[src/rtl/irq_route_regwin.sv]
module irq_route_regwin #(
  parameter int          NPINS   = 24,
  parameter logic [31:0] BASE    = 32'hFEC0_0000,
  parameter logic [7:0]  VERSION = 8'h11
) (
  input  logic             clk,
  input  logic             rst_n,
  input  logic             bus_rd,
  input  logic             bus_wr,
  input  logic [31:0]      bus_addr,
  input  logic [31:0]      bus_wdata,
  output logic             bus_hit,
  output logic [31:0]      bus_rdata,
  input  logic [NPINS-1:0] pin_irr,
  input  logic [NPINS-1:0] rirr_set,
  output logic [NPINS-1:0] svc_req,
  output logic             eoi_pulse,
  output logic [7:0]       eoi_vector
);
  localparam logic [31:0] SPAN     = 32'h100;
  localparam logic [7:0]  OFF_SEL  = 8'h00;
  localparam logic [7:0]  OFF_WIN  = 8'h10;
  localparam logic [7:0]  OFF_EOI  = 8'h40;
  localparam logic [63:0] ENT_RST  = 64'h0000_0000_0001_0000;
  localparam logic [7:0]  LAST_PIN = 8'(NPINS - 1);

  logic [7:0]  sel;
  logic [3:0]  id;
  logic [63:0] ent     [NPINS];
  logic [63:0] ent_nxt [NPINS];
  logic [63:0] ent_sel;
  logic [NPINS-1:0] lo_wr, hi_wr, eoi_hit, svc_nxt;
  logic [31:0] win_rdata;
  logic [6:0]  ridx;
  logic        in_range, is_sel, is_win, is_eoi, tbl_sel, win_wr, eoi_wr;

  assign in_range = (bus_addr & ~(SPAN - 32'd1)) == BASE;
  assign is_sel   = in_range && bus_addr[7:0] == OFF_SEL;
  assign is_win   = in_range && bus_addr[7:0] == OFF_WIN;
  assign is_eoi   = in_range && bus_addr[7:0] == OFF_EOI;
  assign bus_hit  = in_range && (bus_rd || bus_wr);
  assign tbl_sel  = sel >= 8'h10;
  assign ridx     = sel[7:1] - 7'd8;
  assign win_wr   = bus_wr && is_win;
  assign eoi_wr   = bus_wr && is_eoi;

  always_comb begin
    ent_sel = '1;
    for (int i = 0; i < NPINS; i++)
      if (ridx == 7'(i)) ent_sel = ent[i];
  end

  always_comb begin
    win_rdata = '0;
    case (sel)
      8'h00, 8'h02: win_rdata = {4'h0, id, 24'h0};
      8'h01:        win_rdata = {8'h0, LAST_PIN, 8'h0, VERSION};
      default:      if (tbl_sel) win_rdata = sel[0] ? ent_sel[63:32] : ent_sel[31:0];
    endcase
  end

  assign bus_rdata = !bus_rd ? '0 :
                     is_sel  ? {24'h0, sel} :
                     is_win  ? win_rdata : '0;

  always_comb begin
    for (int i = 0; i < NPINS; i++) begin
      lo_wr[i]   = win_wr && tbl_sel && !sel[0] && ridx == 7'(i);
      hi_wr[i]   = win_wr && tbl_sel &&  sel[0] && ridx == 7'(i);
      eoi_hit[i] = eoi_wr && ent[i][7:0] == bus_wdata[7:0];
      ent_nxt[i] = ent[i];
      if (hi_wr[i]) ent_nxt[i][63:32] = bus_wdata;
      if (lo_wr[i]) ent_nxt[i][31:0]  = {bus_wdata[31:15], 1'b0, bus_wdata[13:0]};
      if (rirr_set[i] && !lo_wr[i] && !eoi_hit[i]) ent_nxt[i][14] = 1'b1;
      if (eoi_hit[i]) ent_nxt[i][14] = 1'b0;
      svc_nxt[i] = (lo_wr[i] || hi_wr[i]) && ent_nxt[i][15] && pin_irr[i];
    end
  end

  always_ff @(posedge clk) begin
    if (!rst_n) begin
      sel        <= '0;
      id         <= '0;
      svc_req    <= '0;
      eoi_pulse  <= 1'b0;
      eoi_vector <= '0;
      for (int i = 0; i < NPINS; i++) ent[i] <= ENT_RST;
    end else begin
      if (bus_wr && is_sel) sel <= bus_wdata[7:0];
      if (win_wr && sel == 8'h00) id <= bus_wdata[27:24];
      ent        <= ent_nxt;
      svc_req    <= svc_nxt;
      eoi_pulse  <= eoi_wr;
      if (eoi_wr) eoi_vector <= bus_wdata[7:0];
    end
  end
endmodule


[config.mk]
export PLATFORM = sky130hd
export DESIGN_NAME = irq_route_regwin
export DESIGN_NICKNAME = d
export VERILOG_FILES = /design/src/rtl/irq_route_regwin.sv
export SDC_FILE = /design/constraint.sdc
export NUM_CORES = 2
export LEC_CHECK = 0
export ABC_AREA = 1
export BUFFER_PORTS_ARGS = -buffer_cell sky130_fd_sc_hd__buf_4
export CAP_MARGIN = 20
export CORE_MARGIN = 10
export CORE_UTILIZATION = 40
export DETAILED_ROUTE_END_ITERATION = 10
export HOLD_SLACK_MARGIN = 0.05
export PLACE_DENSITY = 0.62
export REMOVE_ABC_BUFFERS = 1
export SLEW_MARGIN = 10
export SYNTH_ARGS = -nofsm -noshare
export SYNTH_HDL_FRONTEND = slang
export SYNTH_SLANG_ARGS = --single-unit
[constraint.sdc]
create_clock -name clk -period 3.2 [get_ports clk]
set_clock_uncertainty 0.15 [all_clocks]
set_input_delay 0.32 -clock clk [delete_from_list [all_inputs] [get_ports clk]]
set_output_delay 0.32 -clock clk [all_outputs]
set_load 0.01 [all_outputs]
==> impl_metrics.py <==
metrics = {
    "status": {
        "status": "complete, but fails checks",
        "violations": "negative setup slack",
    },
    "detailed_routing": {
        "dr.pass1.iters": 6,
        "drc": 0,
        "first_iter_violations": 7748,
        "finalWirelength_um": 253700,
        "vias": 66400,
        "avgViaCountPerCell": 5.643,
        "wl_per_cell_um": 21.56,
        "final_antenna_net_count": 0,
    },
    "yosys": {
        "syn_avg_cell_area_um2": 7.603,
        "synth.ff_latch_count": 1581,
        "syn_area_um2": 68440,
        "ys.flop_type": "dfxtp_1",
        "synth_edf_count": 0,
        "synth_top_cell_by_area": "dfxtp_1",
        "yosys-top-cells-area": "dfxtp_1 (46%), o21ai_0 (12%), a21oi_1 (11%)",
        "synth_cells": 9001,
        "async_flop_share_pct": 0,
        "yosys.area.top_type_share_pct": 46.25,
        "ys_seq_area_share_pct": 46.25,
        "ys_types": 47,
        "yosys_warnings": 0,
    },
    "grt": {
        "grt_overflow": 0,
        "grtUsageTotal_pct": 24.88,
        "antenna_found_initial": 4,
        "grt_max_degree": 195,
        "first_global_vias": 61340,
        "grt_pass1_wl_um": 372200,
    },
    "clock_tree": {
        "cts_tree": "yes",
        "cts_max_path_buffers": 3,
        "cts-root-buf": "clkbuf_16",
        "cts_made_buffers": 167,
        "htree_levels": 4,
        "clkTransAtPathRegs_ns": 0.06,
        "clock_latency_ns": 0.81,
        "cts_sinks": 1581,
    },
    "sta": {
        "fin_crit_sh_pct": 154.8,
        "drv_slew": 0,
        "setup_slack_ns": -1.754,
        "max_clock_freq_mhz": 201.9,
        "slew_headroom_pct": 28.72,
        "rsz0062_at_grt": "yes",
        "finalSetupTns_ns": -143.68,
        "finalCriticalPeriod_ns": 4.954,
        "setup_viol": 420,
        "finalHoldViolCount": 0,
        "tightest_slew_ns": 1.068,
    },
    "setup_path": {
        "slowest_delay_ns": 0.34,
        "crit_path_top_delay_cell": "dfxtp_2",
        "critPathTopFamily": "simple AND/OR/NAND/NOR gates",
        "path_common_cell": "nand4_1",
        "crit_path_max_fanout": 5,
        "critPathCaptureType": "output port",
        "r2r_setup_slack_ns": -0.68,
        "rr_startpoint": "sel[5]$_SDFFE_PN0P_",
        "critPathArrivalTime_ns": 4.48,
        "r2r_cells": 27,
        "path_buf_inv": 7,
        "crit_cells": 27,
        "reg2reg_to": "ent[61]$_SDFFE_PN0P_",
        "endpoint": "bus_rdata[2]",
        "critPathRequiredTime_ns": 2.73,
        "crit_start": "sel[5]$_SDFFE_PN0P_",
        "criticalPathCategory": "reg2out",
        "cp-start-kind": "flip-flop",
    },
    "floorplanning": {
        "start_util_pct": 40.34,
        "dieHeight_um": 433.6,
        "rows": 151,
        "die_x_um": 433.6,
        "core-area_um2": 169700,
        "dieArea_um2": 188000,
        "io_pins": 182,
    },
    "pwr": {
        "p_leak_nw": 36.19,
        "pwr_density_cell_nw_per_um2": 473.3,
        "vdd_drop_max_mv": 0.4770,
    },
    "layout": {
        "drive_gt1_share_pct": 25.63,
        "area_growth_pct": 27.18,
        "final_common_cell": "dfxtp_1",
        "final_cell_mix": "dfxtp_1 (1,575), o21ai_0 (1,565), a21oi_1 (1,467)",
        "final_area_um2": 87040,
        "utilization_pct": 51.30,
        "finalNetCount": 9536,
    },
    "placed_design": {
        "placed_area_um2": 76070,
        "port-buffer-count": 181,
        "gp_congestion": 0.9053,
        "dp_hpwl_um": 155900,
    },
    "min_path": {
        "hold_path_class": "in2reg",
    },
    "run": {
        "cap_viol_max_count": 0,
    },
}
layer usage:
| metal | up-vias | wire, µm | share of wire, % | GRT usage, % |
|---|---|---|---|---|
| met5 | - | 0 | 0 | 0 |
| met4 | 0 | 11960 | 4.7 | 9.886 |
| met3 | 561 | 18970 | 7.5 | 3.360 |
| met2 | 2846 | 115000 | 45 | 39.66 |
| met1 | 31760 | 107800 | 42 | 33.90 |
| li1 | 31230 | - | - | - |
Yosys cell counts, types with 99 or more instances:
cell type,n
o21ai_0,1643
dfxtp_1,1581
a21oi_1,1496
nand2_1,752
or2_2,662
nor2_1,627
clkbuf_1,619
inv_1,450
nand4_1,275
buf_2,184
nand3_1,148
nor3_1,99
flip-flops by register name (all words and copies together), names as in the netlist:
name / flops
ent: 1536
svc_req: 24
eoi_vector: 8
sel: 8
id: 4
eoi_pulse: 1
worst reg2reg max path, cell delays in order (launching register included):
cell and delay, ns:
dfxtp_2 0.33, inv_2 0.07, ha_4 0.14, inv_2 0.04, nand2_4 0.06, buf_4 0.11, buf_6 0.08, buf_4 0.10
buf_4 0.09, buf_4 0.09, buf_4 0.09, buf_4 0.09, buf_4 0.10, buf_6 0.09, nand4_4 0.15, buf_6 0.19
buf_6 0.12, nor3_4 0.26, clkinv_4 0.24, buf_8 0.20, buf_6 0.13, buf_6 0.11, nor2_4 0.09, buf_12 0.12
buf_12 0.12, buf_8 0.13, buf_16 0.15, a21oi_1 0.07
per-stage QoR:
| step | hold slack, ns | instances | total power, mW | setup slack [ns] |
|---|---|---|---|---|
| 3_5_place_dp | 0.3044 | 11220 | 21.42 | -1.347 |
| 6_report | 0.1318 | 11770 | 41.20 | -1.754 |
| 4_1_cts | 0.07862 | 11680 | 41.31 | -1.772 |
| 3_3_place_gp | 0.2995 | 11220 | 21.41 | -1.313 |
| 2_1_floorplan | 0.2541 | 8168 | 20.54 | -1.702 |
| 5_1_grt | 0.1448 | 11760 | 42.22 | -1.961 |
how the worst min path moves through the flow:
stage                      startpoint                      to  slack, ns  depth (start not counted)
2_1_floorplan                   rst_n  ent[1040]$_SDFFE_PN1P_       0.25                          1
3_3_place_gp   ent[1232]$_SDFFE_PN1P_  ent[1232]$_SDFFE_PN1P_       0.30                          2
3_5_place_dp    ent[912]$_SDFFE_PN1P_   ent[912]$_SDFFE_PN1P_       0.30                          2
4_1_cts                   bus_addr[5]     sel[0]$_SDFFE_PN0P_       0.08                          7
5_1_grt                  bus_wdata[0]   ent[480]$_SDFFE_PN0P_       0.14                          3
6_report                 bus_wdata[0]   ent[782]$_SDFFE_PP0P_       0.13                          4
cell families (layout without fill, tap and decap cells):
group	after synthesis	count (layout)	share of synthesized area [%]
buffers and inverters	1304	1849	7.622
other	0	2	0
DFF	1581	1581	46.25
xor gates and xnor gates	141	141	1.804
and+or+nand+nor	2712	2712	20.10
AOI/OAI and AO/OA	3261	3261	24.19
adders and majority gates	2	2	0.03656
report_power, final:
group          internal [mW]  leakage (nW)  switching, mW
registers               19.7          12.7         0.0105
clock network           11.7          2.78           8.35
logic                  0.415          20.7           1.02
cell type report:
type	count	area [µm²]
Fill cell	15600	82620
Multi-Input combinational cell	6116	33460
Sequential cell	1581	31660
Timing Repair Buffer	1081	11710
Clock buffer	244	4964
Tap cell	2218	2775
Inverter	471	1813
Clock inverter	53	653.1
Antenna cell	2	5.005
timing repair:
item                                   4_1_cts  5_1_grt
gates cloned                                22       24
hold buffers                                82        6
resized for setup                          319      350
pin swaps                                  114      229
setup endpoints to repair                   49      717
setup buffers                               66       53
endpoints found under the hold margin      478      175
Note: power is estimated with default switching activity, not from simulation.
